### config.mk
export PLATFORM = sky130hd
export DESIGN_NAME = relative_branch_unit
export DESIGN_NICKNAME = d
export VERILOG_FILES = /design/src/rtl/brt_pkg.sv /design/src/rtl/brt_low_adder.sv /design/src/rtl/brt_high_fix.sv /design/src/rtl/brt_sequencer.sv /design/src/rtl/relative_branch_unit.sv
export SDC_FILE = /design/constraint.sdc
export NUM_CORES = 1
export LEC_CHECK = 0
export ABC_AREA = 1
export BUFFER_PORTS_ARGS = -buffer_cell sky130_fd_sc_hd__buf_2
export CAP_MARGIN = 20
export CELL_PAD_IN_SITES_DETAIL_PLACEMENT = 0
export CELL_PAD_IN_SITES_GLOBAL_PLACEMENT = 2
export CORE_MARGIN = 4
export CORE_UTILIZATION = 26
export DETAILED_ROUTE_END_ITERATION = 8
export PLACE_DENSITY_LB_ADDON = 0.1
export SLEW_MARGIN = 20
export SYNTH_ARGS = -nofsm -noshare
export SYNTH_HDL_FRONTEND = slang
export SYNTH_HIERARCHICAL = 1
export SYNTH_SLANG_ARGS = --single-unit
### constraint.sdc
create_clock -name clk -period 1.72 [get_ports clk]
set_input_delay 0.172 -clock clk [delete_from_list [all_inputs] [get_ports clk]]
set_output_delay 0.172 -clock clk [all_outputs]
set_load 0.005 [all_outputs]
### src/rtl/brt_pkg.sv
// Package: shared types for the relative branch timing unit.
// Assumes: one branch in flight at a time; cycle 1 is the request cycle.
package brt_pkg;

    // Sequencer states; EVAL, LOW and HIGH correspond to branch cycles 2, 3 and 4.
    typedef enum logic [1:0] {
        ST_IDLE = 2'd0,
        ST_EVAL = 2'd1,
        ST_LOW  = 2'd2,
        ST_HIGH = 2'd3
    } brt_state_e;

    // High-byte adjustment demanded by the low-byte addition.
    typedef enum logic [1:0] {
        ADJ_NONE = 2'd0,
        ADJ_INC  = 2'd1,
        ADJ_DEC  = 2'd2
    } brt_adj_e;

    // Cycle numbers of the final cycle of each branch outcome.
    localparam int CYC_FIRST  = 2;
    localparam int CYC_SAME   = 3;
    localparam int CYC_CROSS  = 4;

endpackage

### src/rtl/brt_low_adder.sv
// Module: brt_low_adder
// Adds a signed displacement to the low byte of the program counter and
// classifies the result as a carry into the next page, a borrow into the
// previous page, or no page change.
// Assumes: displacement width equals the low-part width (two's complement).
module brt_low_adder
    import brt_pkg::*;
#(
    parameter int LO_W = 8
) (
    input  logic [LO_W-1:0] lo_in,
    input  logic [LO_W-1:0] disp_in,
    output logic [LO_W-1:0] lo_sum,
    output brt_adj_e        adj_out
);

    logic [LO_W:0] wide_sum;
    logic          carry_out;
    logic          disp_neg;

    // Unsigned add with one extra bit to catch the carry.
    always_comb begin
        wide_sum  = {1'b0, lo_in} + {1'b0, disp_in};
        lo_sum    = wide_sum[LO_W-1:0];
        carry_out = wide_sum[LO_W];
        disp_neg  = disp_in[LO_W-1];
    end

    // Positive displacement with carry: next page; negative without carry: previous page.
    always_comb begin
        if (!disp_neg && carry_out) begin
            adj_out = ADJ_INC;
        end else if (disp_neg && !carry_out) begin
            adj_out = ADJ_DEC;
        end else begin
            adj_out = ADJ_NONE;
        end
    end

endmodule

### src/rtl/brt_high_fix.sv
// Module: brt_high_fix
// Applies the page adjustment to the high part of the program counter:
// plus one, minus one or unchanged, wrapping at the width of the part.
// Assumes: adj_in is ADJ_NONE whenever no page is crossed.
module brt_high_fix
    import brt_pkg::*;
#(
    parameter int HI_W = 8
) (
    input  logic [HI_W-1:0] hi_in,
    input  brt_adj_e        adj_in,
    output logic [HI_W-1:0] hi_out
);

    localparam logic [HI_W-1:0] ONE = HI_W'(1);

    // Select increment, decrement or pass-through.
    always_comb begin
        unique case (adj_in)
            ADJ_INC: hi_out = hi_in + ONE;
            ADJ_DEC: hi_out = hi_in - ONE;
            default: hi_out = hi_in;
        endcase
    end

endmodule

### src/rtl/brt_sequencer.sv
// Module: brt_sequencer
// Control state machine for one relative branch. Accepts a request only while
// idle, then steps EVAL -> LOW -> HIGH as the outcome requires. It produces
// load strobes for the datapath, busy, the final-cycle done and the cycle number.
// Assumes: taken_q and adj_q are registered by the datapath in step with the
// strobes issued here.
module brt_sequencer
    import brt_pkg::*;
#(
    parameter int CNT_W = 3
) (
    input  logic             clk,
    input  logic             rst_n,
    input  logic             req_valid,
    input  logic             taken_q,
    input  brt_adj_e         adj_q,
    output logic             accept,
    output logic             lo_load,
    output logic             hi_load,
    output logic             busy,
    output logic             done,
    output logic [CNT_W-1:0] cycle_cnt
);

    localparam logic [CNT_W-1:0] CNT_START = CNT_W'(CYC_FIRST);
    localparam logic [CNT_W-1:0] CNT_ONE   = CNT_W'(1);

    brt_state_e state_q;
    brt_state_e state_d;
    logic [CNT_W-1:0] cnt_q;

    // Next-state selection from the stored outcome of the branch.
    always_comb begin
        state_d = state_q;
        unique case (state_q)
            ST_IDLE: if (req_valid) state_d = ST_EVAL;
            ST_EVAL: state_d = taken_q ? ST_LOW : ST_IDLE;
            ST_LOW:  state_d = (adj_q != ADJ_NONE) ? ST_HIGH : ST_IDLE;
            ST_HIGH: state_d = ST_IDLE;
            default: state_d = ST_IDLE;
        endcase
    end

    // Strobes and status derived from the current state.
    always_comb begin
        busy    = (state_q != ST_IDLE);
        accept  = (state_q == ST_IDLE) && req_valid;
        lo_load = (state_q == ST_EVAL) && taken_q;
        hi_load = (state_q == ST_LOW) && (adj_q != ADJ_NONE);
        done    = ((state_q == ST_EVAL) && !taken_q)
               || ((state_q == ST_LOW) && (adj_q == ADJ_NONE))
               || (state_q == ST_HIGH);
    end

    // State register.
    always_ff @(posedge clk) begin
        if (!rst_n) begin
            state_q <= ST_IDLE;
        end else begin
            state_q <= state_d;
        end
    end

    // Cycle counter: starts at 2 on acceptance, steps while busy, clears after done.
    always_ff @(posedge clk) begin
        if (!rst_n) begin
            cnt_q <= '0;
        end else if (accept) begin
            cnt_q <= CNT_START;
        end else if (done) begin
            cnt_q <= '0;
        end else if (busy) begin
            cnt_q <= cnt_q + CNT_ONE;
        end
    end

    assign cycle_cnt = cnt_q;

endmodule

### src/rtl/relative_branch_unit.sv
// Module: relative_branch_unit (top)
// Sequences a conditional relative branch and delivers the next program counter.
// The datapath holds the counter split into a low part (the width of the
// displacement) and a high part. The low part is updated in the first extra
// cycle and the high part in the page fix-up cycle.
// Assumes: req_pc already points past the branch; req_disp is two's complement.
module relative_branch_unit
    import brt_pkg::*;
#(
    parameter int PC_W   = 16,
    parameter int DISP_W = 8,
    parameter int CNT_W  = 3
) (
    input  logic              clk,
    input  logic              rst_n,
    input  logic              req_valid,
    input  logic [PC_W-1:0]   req_pc,
    input  logic [DISP_W-1:0] req_disp,
    input  logic              req_taken,
    output logic              busy,
    output logic              done,
    output logic [PC_W-1:0]   new_pc,
    output logic [CNT_W-1:0]  cycle_cnt
);

    localparam int LO_W = DISP_W;
    localparam int HI_W = PC_W - DISP_W;

    logic [HI_W-1:0]   hi_q;
    logic [LO_W-1:0]   lo_q;
    logic [DISP_W-1:0] disp_q;
    logic              taken_q;
    brt_adj_e          adj_q;

    logic              accept;
    logic              lo_load;
    logic              hi_load;
    logic [LO_W-1:0]   lo_sum;
    brt_adj_e          adj_calc;
    logic [HI_W-1:0]   hi_next;

    brt_sequencer #(.CNT_W(CNT_W)) u_seq (
        .clk       (clk),
        .rst_n     (rst_n),
        .req_valid (req_valid),
        .taken_q   (taken_q),
        .adj_q     (adj_q),
        .accept    (accept),
        .lo_load   (lo_load),
        .hi_load   (hi_load),
        .busy      (busy),
        .done      (done),
        .cycle_cnt (cycle_cnt)
    );

    brt_low_adder #(.LO_W(LO_W)) u_lo (
        .lo_in   (lo_q),
        .disp_in (disp_q),
        .lo_sum  (lo_sum),
        .adj_out (adj_calc)
    );

    brt_high_fix #(.HI_W(HI_W)) u_hi (
        .hi_in  (hi_q),
        .adj_in (adj_q),
        .hi_out (hi_next)
    );

    // Capture the request, then apply the low-part and high-part updates in turn.
    always_ff @(posedge clk) begin
        if (!rst_n) begin
            hi_q    <= '0;
            lo_q    <= '0;
            disp_q  <= '0;
            taken_q <= 1'b0;
            adj_q   <= ADJ_NONE;
        end else if (accept) begin
            hi_q    <= req_pc[PC_W-1:LO_W];
            lo_q    <= req_pc[LO_W-1:0];
            disp_q  <= req_disp;
            taken_q <= req_taken;
            adj_q   <= ADJ_NONE;
        end else if (lo_load) begin
            lo_q    <= lo_sum;
            adj_q   <= adj_calc;
        end else if (hi_load) begin
            hi_q    <= hi_next;
        end
    end

    assign new_pc = {hi_q, lo_q};

endmodule

==> reports/summary.json, run 1 <==
{
  "sta": {
    "fmax_mhz": 568.6,
    "max_transition_margin": 0.6722,
    "grt_setup_unrepaired": "yes",
    "worst_clock_skew_ns": 0.008129,
    "tightest_slew_ns": 0.4916,
    "setup-violations-final": 3,
    "final-max-slew-violation-count": 0,
    "final.setup.worst_slack_ns": -0.03865,
    "hold_viol_final": 0,
    "fin_crit_ns": 1.759,
    "timing.final.crit_share": 1.022
  },
  "clocking": {
    "ctsHtreeMaxLevel": 2,
    "clockRootBuffer": "clkbuf_8",
    "cts-hold-fix-buffers": 0,
    "cts_buffer_depth": 2,
    "tritoncts_buffers": 5,
    "tritoncts": "done",
    "cts.reportedPaths.clkPinSlew_ns": 0.08,
    "clkLatencyLatePin_ns": 0.29,
    "cts_sinks": 32
  },
  "power": {
    "power.static_leakage_uw": 0.001786,
    "power-per-cell-area_mw_per_mm2": 685.3,
    "worst_ir_drop_vdd_uv": 378.7
  },
  "cells_and_area": {
    "layout_commonest_cell": "nand2_1",
    "fin_cells": 611,
    "area.growth.synth_to_final_pct": 32.83,
    "fraction_of_layout_cells_with_a_size_suffix_above_1": 0.2884,
    "layout.filler_cells": 1049,
    "finish.instance_area_sq_mm": 0.003271,
    "final_net_count": 522,
    "most-common-layout-cells": "nand2_1, inv_1, buf_2",
    "insertedDiodeCount": 0
  },
  "logic_synthesis": {
    "synth-seq-area-share": 0.2602,
    "syn-mean-instance-area_sq_um": 6.020,
    "ys_types": 29,
    "synthesis.area_sq_mm": 0.002462,
    "synth-seq-cells": 32,
    "ys_warn_count": 6,
    "syn-num-nets": 450,
    "postSynthCellCount": 409
  },
  "placement": {
    "placement.io_buffers": 48,
    "post_dp_cell_area_sq_mm": 0.002992,
    "placement.setup.worst_slack_ns": -0.1538,
    "dp.cells": 599,
    "globalplace.congestion": 0.8329,
    "final_hpwl_dp_microns": 5390
  },
  "grt": {
    "grt_pass1_wl_microns": 12390,
    "grt_pass1_vias": 2525,
    "gr-total-overflow": 0,
    "pin_count_of_the_biggest_net_entering_global_routing": 35,
    "antenna_found_initial": 0,
    "grt_usage": 0.1364
  },
  "route": {
    "route.detailed.vias_per_inst": 4.160,
    "detail_route.first_pass.iterations": 4,
    "maxUsedRoutingLayer": "met4",
    "drc_errors": 0,
    "drt.antenna.violating_nets": 0,
    "wl_per_cell_microns": 12.11,
    "first_iter_violations": 88,
    "wl_microns": 7398,
    "route.met3.wl_microns": 310,
    "met2RoutedLength_microns": 3108,
    "vias": 2542,
    "drt-met1-wl_microns": 3929
  },
  "worst_setup_path": {
    "critical_path_required_ns": 1.95,
    "crit_path_start_kind": "register",
    "reg2reg_slack_ns": -0.04,
    "cpLargestDelayFamily": "simple AND/OR/NAND/NOR gates",
    "slowest_delay_ns": 0.34,
    "timing.critical_path.slowest_stage_cell": "dfxtp_2",
    "critical_path.n_buffers_inverters": 3,
    "maximum_fanout_along_the_worst_path": 5,
    "timing_worst_setup_path_type": "reg -> reg",
    "timing.critical_path.to_type": "register",
    "crit_path_cell_trace": "inv_2 > ha_4 > nand2_1 > nand2_2 > inv_2 > ha_4 > o21bai_4 > nand2_2 > o21ai_2 > inv_1 > nand2_1 > nand3_1 > nand2_1 > nand2_1 > nand2_1 > nor2_1 > nor2_1",
    "arrival_ns": 1.98,
    "crit_path_frequent_cell": "nand2_1"
  },
  "floorplan": {
    "effective_utilization_at_floorplan": 0.2665,
    "fp.dieH_microns": 105.3,
    "rows": 35,
    "design.core.area_sq_mm": 0.009240,
    "floorplan.die.width_microns": 105.3,
    "ios": 49,
    "die_area_sq_mm": 0.01109
  },
  "worst_hold_path": {
    "holdCritPathClass": "in -> reg"
  },
  "status": {
    "violations_in_the_final_reports": "setup timing",
    "outcome": "complete, but fails checks"
  },
  "run": {
    "maxCapViolations": 0
  }
}
flip-flops by register name, indices dropped and copies added (netlist names):
name             flops
adj_q                2
disp_q               8
hi_q                 8
lo_q                 8
taken_q              1
u_seq/cycle_cnt      3
u_seq/state_q        2
worst paths after layout:
path / start / to / cells past startpoint
max: adj_q[0] / hi_q[4] / 17
min: req_disp[2] / disp_q[2] / 3
max reg2reg: adj_q[0] / hi_q[4] / 17
min reg2reg: disp_q[2] / disp_q[2] / 2
report_power, final:
part / switching, uW / internal, uW / total (uW)
combinational: 316 / 239 / 555
clock: 331 / 512 / 843
sequential: 51.1 / 792 / 843
total: 698 / 1540 / 2240
stage by stage:
step / hold WS [ns] / total power [uW] / setup TNS, ns / util
5_1_grt: 0.09775 / 2395 / -1.274 / 0.3540
4_1_cts: 0.08875 / 2259 / -0.3702 / 0.3403
2_1_floorplan: 0.3069 / 1206 / 0 / -
6_report: 0.09669 / 2241 / -0.1079 / 0.3540
3_3_place_gp: 0.3925 / 1390 / -0.5108 / 0.3238
3_5_place_dp: 0.4020 / 1386 / -0.6529 / 0.3238
synthesized netlist by cell type, drive strengths merged:
master / instances / area share
dfxtp: 32 / 0.26
xor2: 2 / 0.0071
a21oi: 10 / 0.025
ha: 12 / 0.061
inv: 64 / 0.099
nand3b: 2 / 0.0061
xnor2: 5 / 0.018
buf: 12 / 0.040
o21ai: 16 / 0.036
nand2: 148 / 0.23
fa: 1 / 0.0081
nand4: 1 / 0.0025
or2: 4 / 0.011
nand3: 44 / 0.091
o21bai: 1 / 0.0046
nor2: 55 / 0.099
what timing repair did:
action	CTS	global route
pin swaps	0	22
buffers inserted	0	4
hold endpoints to repair	0	0
gates resized for setup	10	25
endpoints found under the setup margin	8	10
cloned	0	0
worst reg2reg max path, cell delays in order, from the launching register on:
cell	delay, ns
dfxtp_2	0.34
inv_2	0.05
ha_4	0.17
nand2_1	0.10
nand2_2	0.07
inv_2	0.06
ha_4	0.11
o21bai_4	0.12
nand2_2	0.07
o21ai_2	0.14
inv_1	0.05
nand2_1	0.05
nand3_1	0.06
nand2_1	0.07
nand2_1	0.05
nand2_1	0.07
nor2_1	0.03
nor2_1	0.10
metal layers:
metal / vias to the layer above / track usage
li1: 1396 / -
met1: 1096 / 0.1961
met2: 45 / 0.2072
met3: 5 / 0.03184
met4: 0 / 0.02812
met5: - / 0
final cells by class:
cell class	count	area [sq um]	share of cell area
Clock inverter	1	30.03	0.009181
Timing Repair Buffer	77	474.2	0.1450
Inverter	64	245.2	0.07498
Tap cell	129	161.4	0.04935
Multi-Input combinational cell	301	1615	0.4939
Clock buffer	7	96.34	0.02946
Sequential cell	32	648.1	0.1982
logic make-up (layout without fill, tap and decap cells):
| group | after synthesis | count (layout) | synth area share |
|---|---|---|---|
| compound gates | 27 | 27 | 0.06504 |
| xor+xnor | 7 | 7 | 0.02490 |
| fa+ha+maj | 13 | 13 | 0.06910 |
| buf+inv | 76 | 149 | 0.1387 |
| flops | 32 | 32 | 0.2602 |
| simple gates | 254 | 254 | 0.4421 |
(Power assumes the default switching activity.)
==> run 2: changes to the inputs <==
--- a/config.mk
+++ b/config.mk
@@ -14,6 +14,7 @@
 export CORE_UTILIZATION = 26
 export DETAILED_ROUTE_END_ITERATION = 8
 export PLACE_DENSITY_LB_ADDON = 0.1
+export SKIP_LAST_GASP = 1
 export SLEW_MARGIN = 20
 export SYNTH_ARGS = -nofsm -noshare
 export SYNTH_HDL_FRONTEND = slang
==> reports/summary.json, run 2 (synthesis gave the netlist of run 1 again) <==
{
  "status": {
    "outcome": "complete, but fails checks",
    "violations_in_the_final_reports": "setup timing"
  },
  "cells_and_area": {
    "insertedDiodeCount": {"value": 0, "change": "unchanged"},
    "layout_commonest_cell": "nand2_1",
    "top_regs": "disp_q (8), hi_q (8), lo_q (8)",
    "layout.filler_cells": {"value": 1049, "change": "unchanged"},
    "fraction_of_layout_cells_with_a_size_suffix_above_1": {"value": 0.2863, "change": "-0.002075"},
    "area.growth.synth_to_final": {"value": 32.72, "unit": "%", "change": "about the same"},
    "final_net_count": {"value": 522, "change": "unchanged"},
    "most-common-layout-cells": "nand2_1, inv_1, buf_2"
  },
  "route": {
    "route.detailed.vias_per_inst": {"value": 4.188, "change": "+0.67%"},
    "wl_per_cell": {"value": 12.14, "unit": "microns", "change": "+0.26%"},
    "vias": {"value": 2559, "change": "+0.67%"},
    "drc_errors": {"value": 0, "change": "unchanged"},
    "detail_route.first_pass.iterations": {"value": 4, "change": "unchanged"},
    "wl": {"value": 7417, "unit": "microns", "change": "+0.26%"},
    "drt.antenna.violating_nets": {"value": 0, "change": "unchanged"},
    "first_iter_violations": {"value": 107, "change": "+22%"}
  },
  "worst_setup_path": {
    "crit_path_start_kind": "register",
    "maximum_fanout_along_the_worst_path": {"value": 5, "change": "unchanged"},
    "critical_path_required": {"value": 1.95, "unit": "ns", "change": "about the same"},
    "crit_path_frequent_cell": "nand2_1",
    "timing.critical_path.to_type": "register",
    "crit_path_cell_trace": "inv_2 > ha_4 > nand2_1 > nand2_2 > inv_2 > ha_4 > o21bai_4 > nand2_2 > o21ai_2 > inv_1 > nand2_1 > nand3_1 > nand2_1 > nand2_1 > nand2_1 > nor2_1 > nor2_1",
    "timing_worst_setup_path_type": "reg -> reg",
    "slowest_delay": {"value": 0.34, "unit": "ns", "change": "about the same"},
    "timing.critical_path.slowest_stage_cell": "dfxtp_2",
    "arrival": {"value": 1.99, "unit": "ns", "change": "about the same"}
  },
  "floorplan": {
    "effective_utilization_at_floorplan": {"value": 0.2665, "change": "unchanged"},
    "rows": {"value": 35, "change": "unchanged"},
    "fp.dieH": {"value": 105.3, "unit": "microns", "change": "unchanged"},
    "design.core.area": {"value": 0.009240, "unit": "sq mm", "change": "unchanged"},
    "die_area": {"value": 0.01109, "unit": "sq mm", "change": "unchanged"},
    "floorplan.die.width": {"value": 105.3, "unit": "microns", "change": "unchanged"},
    "ios": {"value": 49, "change": "unchanged"}
  },
  "grt": {
    "grt_pass1_wl": {"value": 12390, "unit": "microns", "change": "unchanged"},
    "gr-total-overflow": {"value": 0, "change": "unchanged"},
    "grt_pass1_vias": {"value": 2525, "change": "unchanged"},
    "grt_usage": {"value": 0.1364, "change": "unchanged"},
    "pin_count_of_the_biggest_net_entering_global_routing": {"value": 35, "change": "unchanged"},
    "antenna_found_initial": {"value": 0, "change": "unchanged"}
  },
  "clocking": {
    "tritoncts_buffers": {"value": 5, "change": "unchanged"},
    "cts_buffer_depth": {"value": 2, "change": "unchanged"},
    "cts.reportedPaths.clkPinSlew": {"value": 0.08, "unit": "ns", "change": "about the same"},
    "cts_sinks": {"value": 32, "change": "unchanged"},
    "clkLatencyLatePin": {"value": 0.29, "unit": "ns", "change": "about the same"},
    "ctsHtreeMaxLevel": {"value": 2, "change": "unchanged"},
    "cts-hold-fix-buffers": {"value": 0, "change": "unchanged"},
    "tritoncts": "done",
    "clockRootBuffer": "clkbuf_8"
  },
  "power": {
    "total_power_consumption_of_the_routed_design": {"value": 2240, "unit": "uW", "change": "about the same"},
    "worst_ir_drop_vdd": {"value": 378.7, "unit": "uV", "change": "about the same"},
    "power.static_leakage": {"value": 0.001787, "unit": "uW", "change": "about the same"},
    "power-per-cell-area": {"value": 685.4, "unit": "mW/mm^2", "change": "about the same"}
  },
  "sta": {
    "fmax": {"value": 568.2, "unit": "MHz", "change": "about the same"},
    "final-max-slew-violation-count": {"value": 0, "change": "unchanged"},
    "max_transition_margin": {"value": 0.6686, "change": "-0.003622"},
    "fin_crit": {"value": 1.760, "unit": "ns", "change": "+0.001298 ns"},
    "final.setup.tns": {"value": -0.1078, "unit": "ns", "change": "+0.0001070 ns"},
    "tightest_slew": {"value": 0.4971, "unit": "ns", "change": "+0.005433 ns"},
    "worst_clock_skew": {"value": 0.008097, "unit": "ns", "change": "-0.00003178 ns"},
    "hold_viol_final": {"value": 0, "change": "unchanged"},
    "final.setup.worst_slack": {"value": -0.03994, "unit": "ns", "change": "-0.001298 ns"},
    "timing.final.crit_share": {"value": 1.023, "change": "about the same"},
    "grt_setup_unrepaired": "yes",
    "setup-violations-final": {"value": 3, "change": "unchanged"}
  },
  "placement": {
    "placement.io_buffers": {"value": 48, "change": "unchanged"},
    "final_hpwl_dp": {"value": 5390, "unit": "microns", "change": "unchanged"},
    "globalplace.congestion": {"value": 0.8329, "change": "unchanged"}
  },
  "worst_hold_path": {
    "holdCritPathClass": "in -> reg"
  },
  "run": {
    "maxCapViolations": {"value": 0, "change": "unchanged"}
  }
}
[run 2: worst max-delay path, delay by kind of cell, from the launching register on]
kind                       cells  cell delay (ns)
AOI/OAI and AO/OA              2             0.26
adders and majority gates      2             0.28
buffers and inverters          3             0.16
DFF                            1             0.34
and+or+nand+nor               10             0.66
[run 2: area by class of cell]
class	instances	area, sq um	area share
clock inverter	1	30.03	0.009188
sequential	32	648.1	0.1983
tap	129	161.4	0.04939
timing repair buffer	77	474.2	0.1451
clock buffer	7	96.34	0.02948
inverter	64	245.2	0.07504
multi-input combinational	301	1613	0.4935
[run 2: what timing repair did]
action                     CTS  global route
gates resized for setup     10            24
setup buffers                0             4
pin swaps                    0            21
setup endpoints to repair    8            10
[run 2: through the flow]
step	worst slack, ns	utilization	instance area, sq um	cells	hold slack (ns)
after global placement	-0.1349	0.3238	2992	599	0.3925
after CTS	-0.09568	0.3403	3144	607	0.08875
after floorplan	0.007657	-	2489	409	0.3069
after global routing	-0.2049	0.3537	3268	611	0.09775
after detailed placement	-0.1538	0.3238	2992	599	0.4020
final	-0.03994	0.3537	3268	611	0.09643
[run 2: layer usage]
layer	vias to the layer above	track usage	share of wire
met2	41	0.2072	0.42
met4	0	0.02812	0.0066
met3	5	0.03184	0.042
met1	1116	0.1961	0.53
li1	1397	-	-
met5	-	0	0
[run 2: where the power goes]
part           internal (uW)  total, uW  switching [uW]
Sequential               792        843            51.1
Combinational            238        554             316
Clock                    512        842             330
[run 2: final timing paths]
kind	start	to	slack [ns]	depth (start not counted)
hold / removal	req_disp[2]	disp_q[2]	0.1	3
hold reg to reg	disp_q[2]	disp_q[2]	0.50	2
setup / recovery	adj_q[0]	hi_q[4]	-0.04	17
setup reg to reg	adj_q[0]	hi_q[4]	-0.04	17
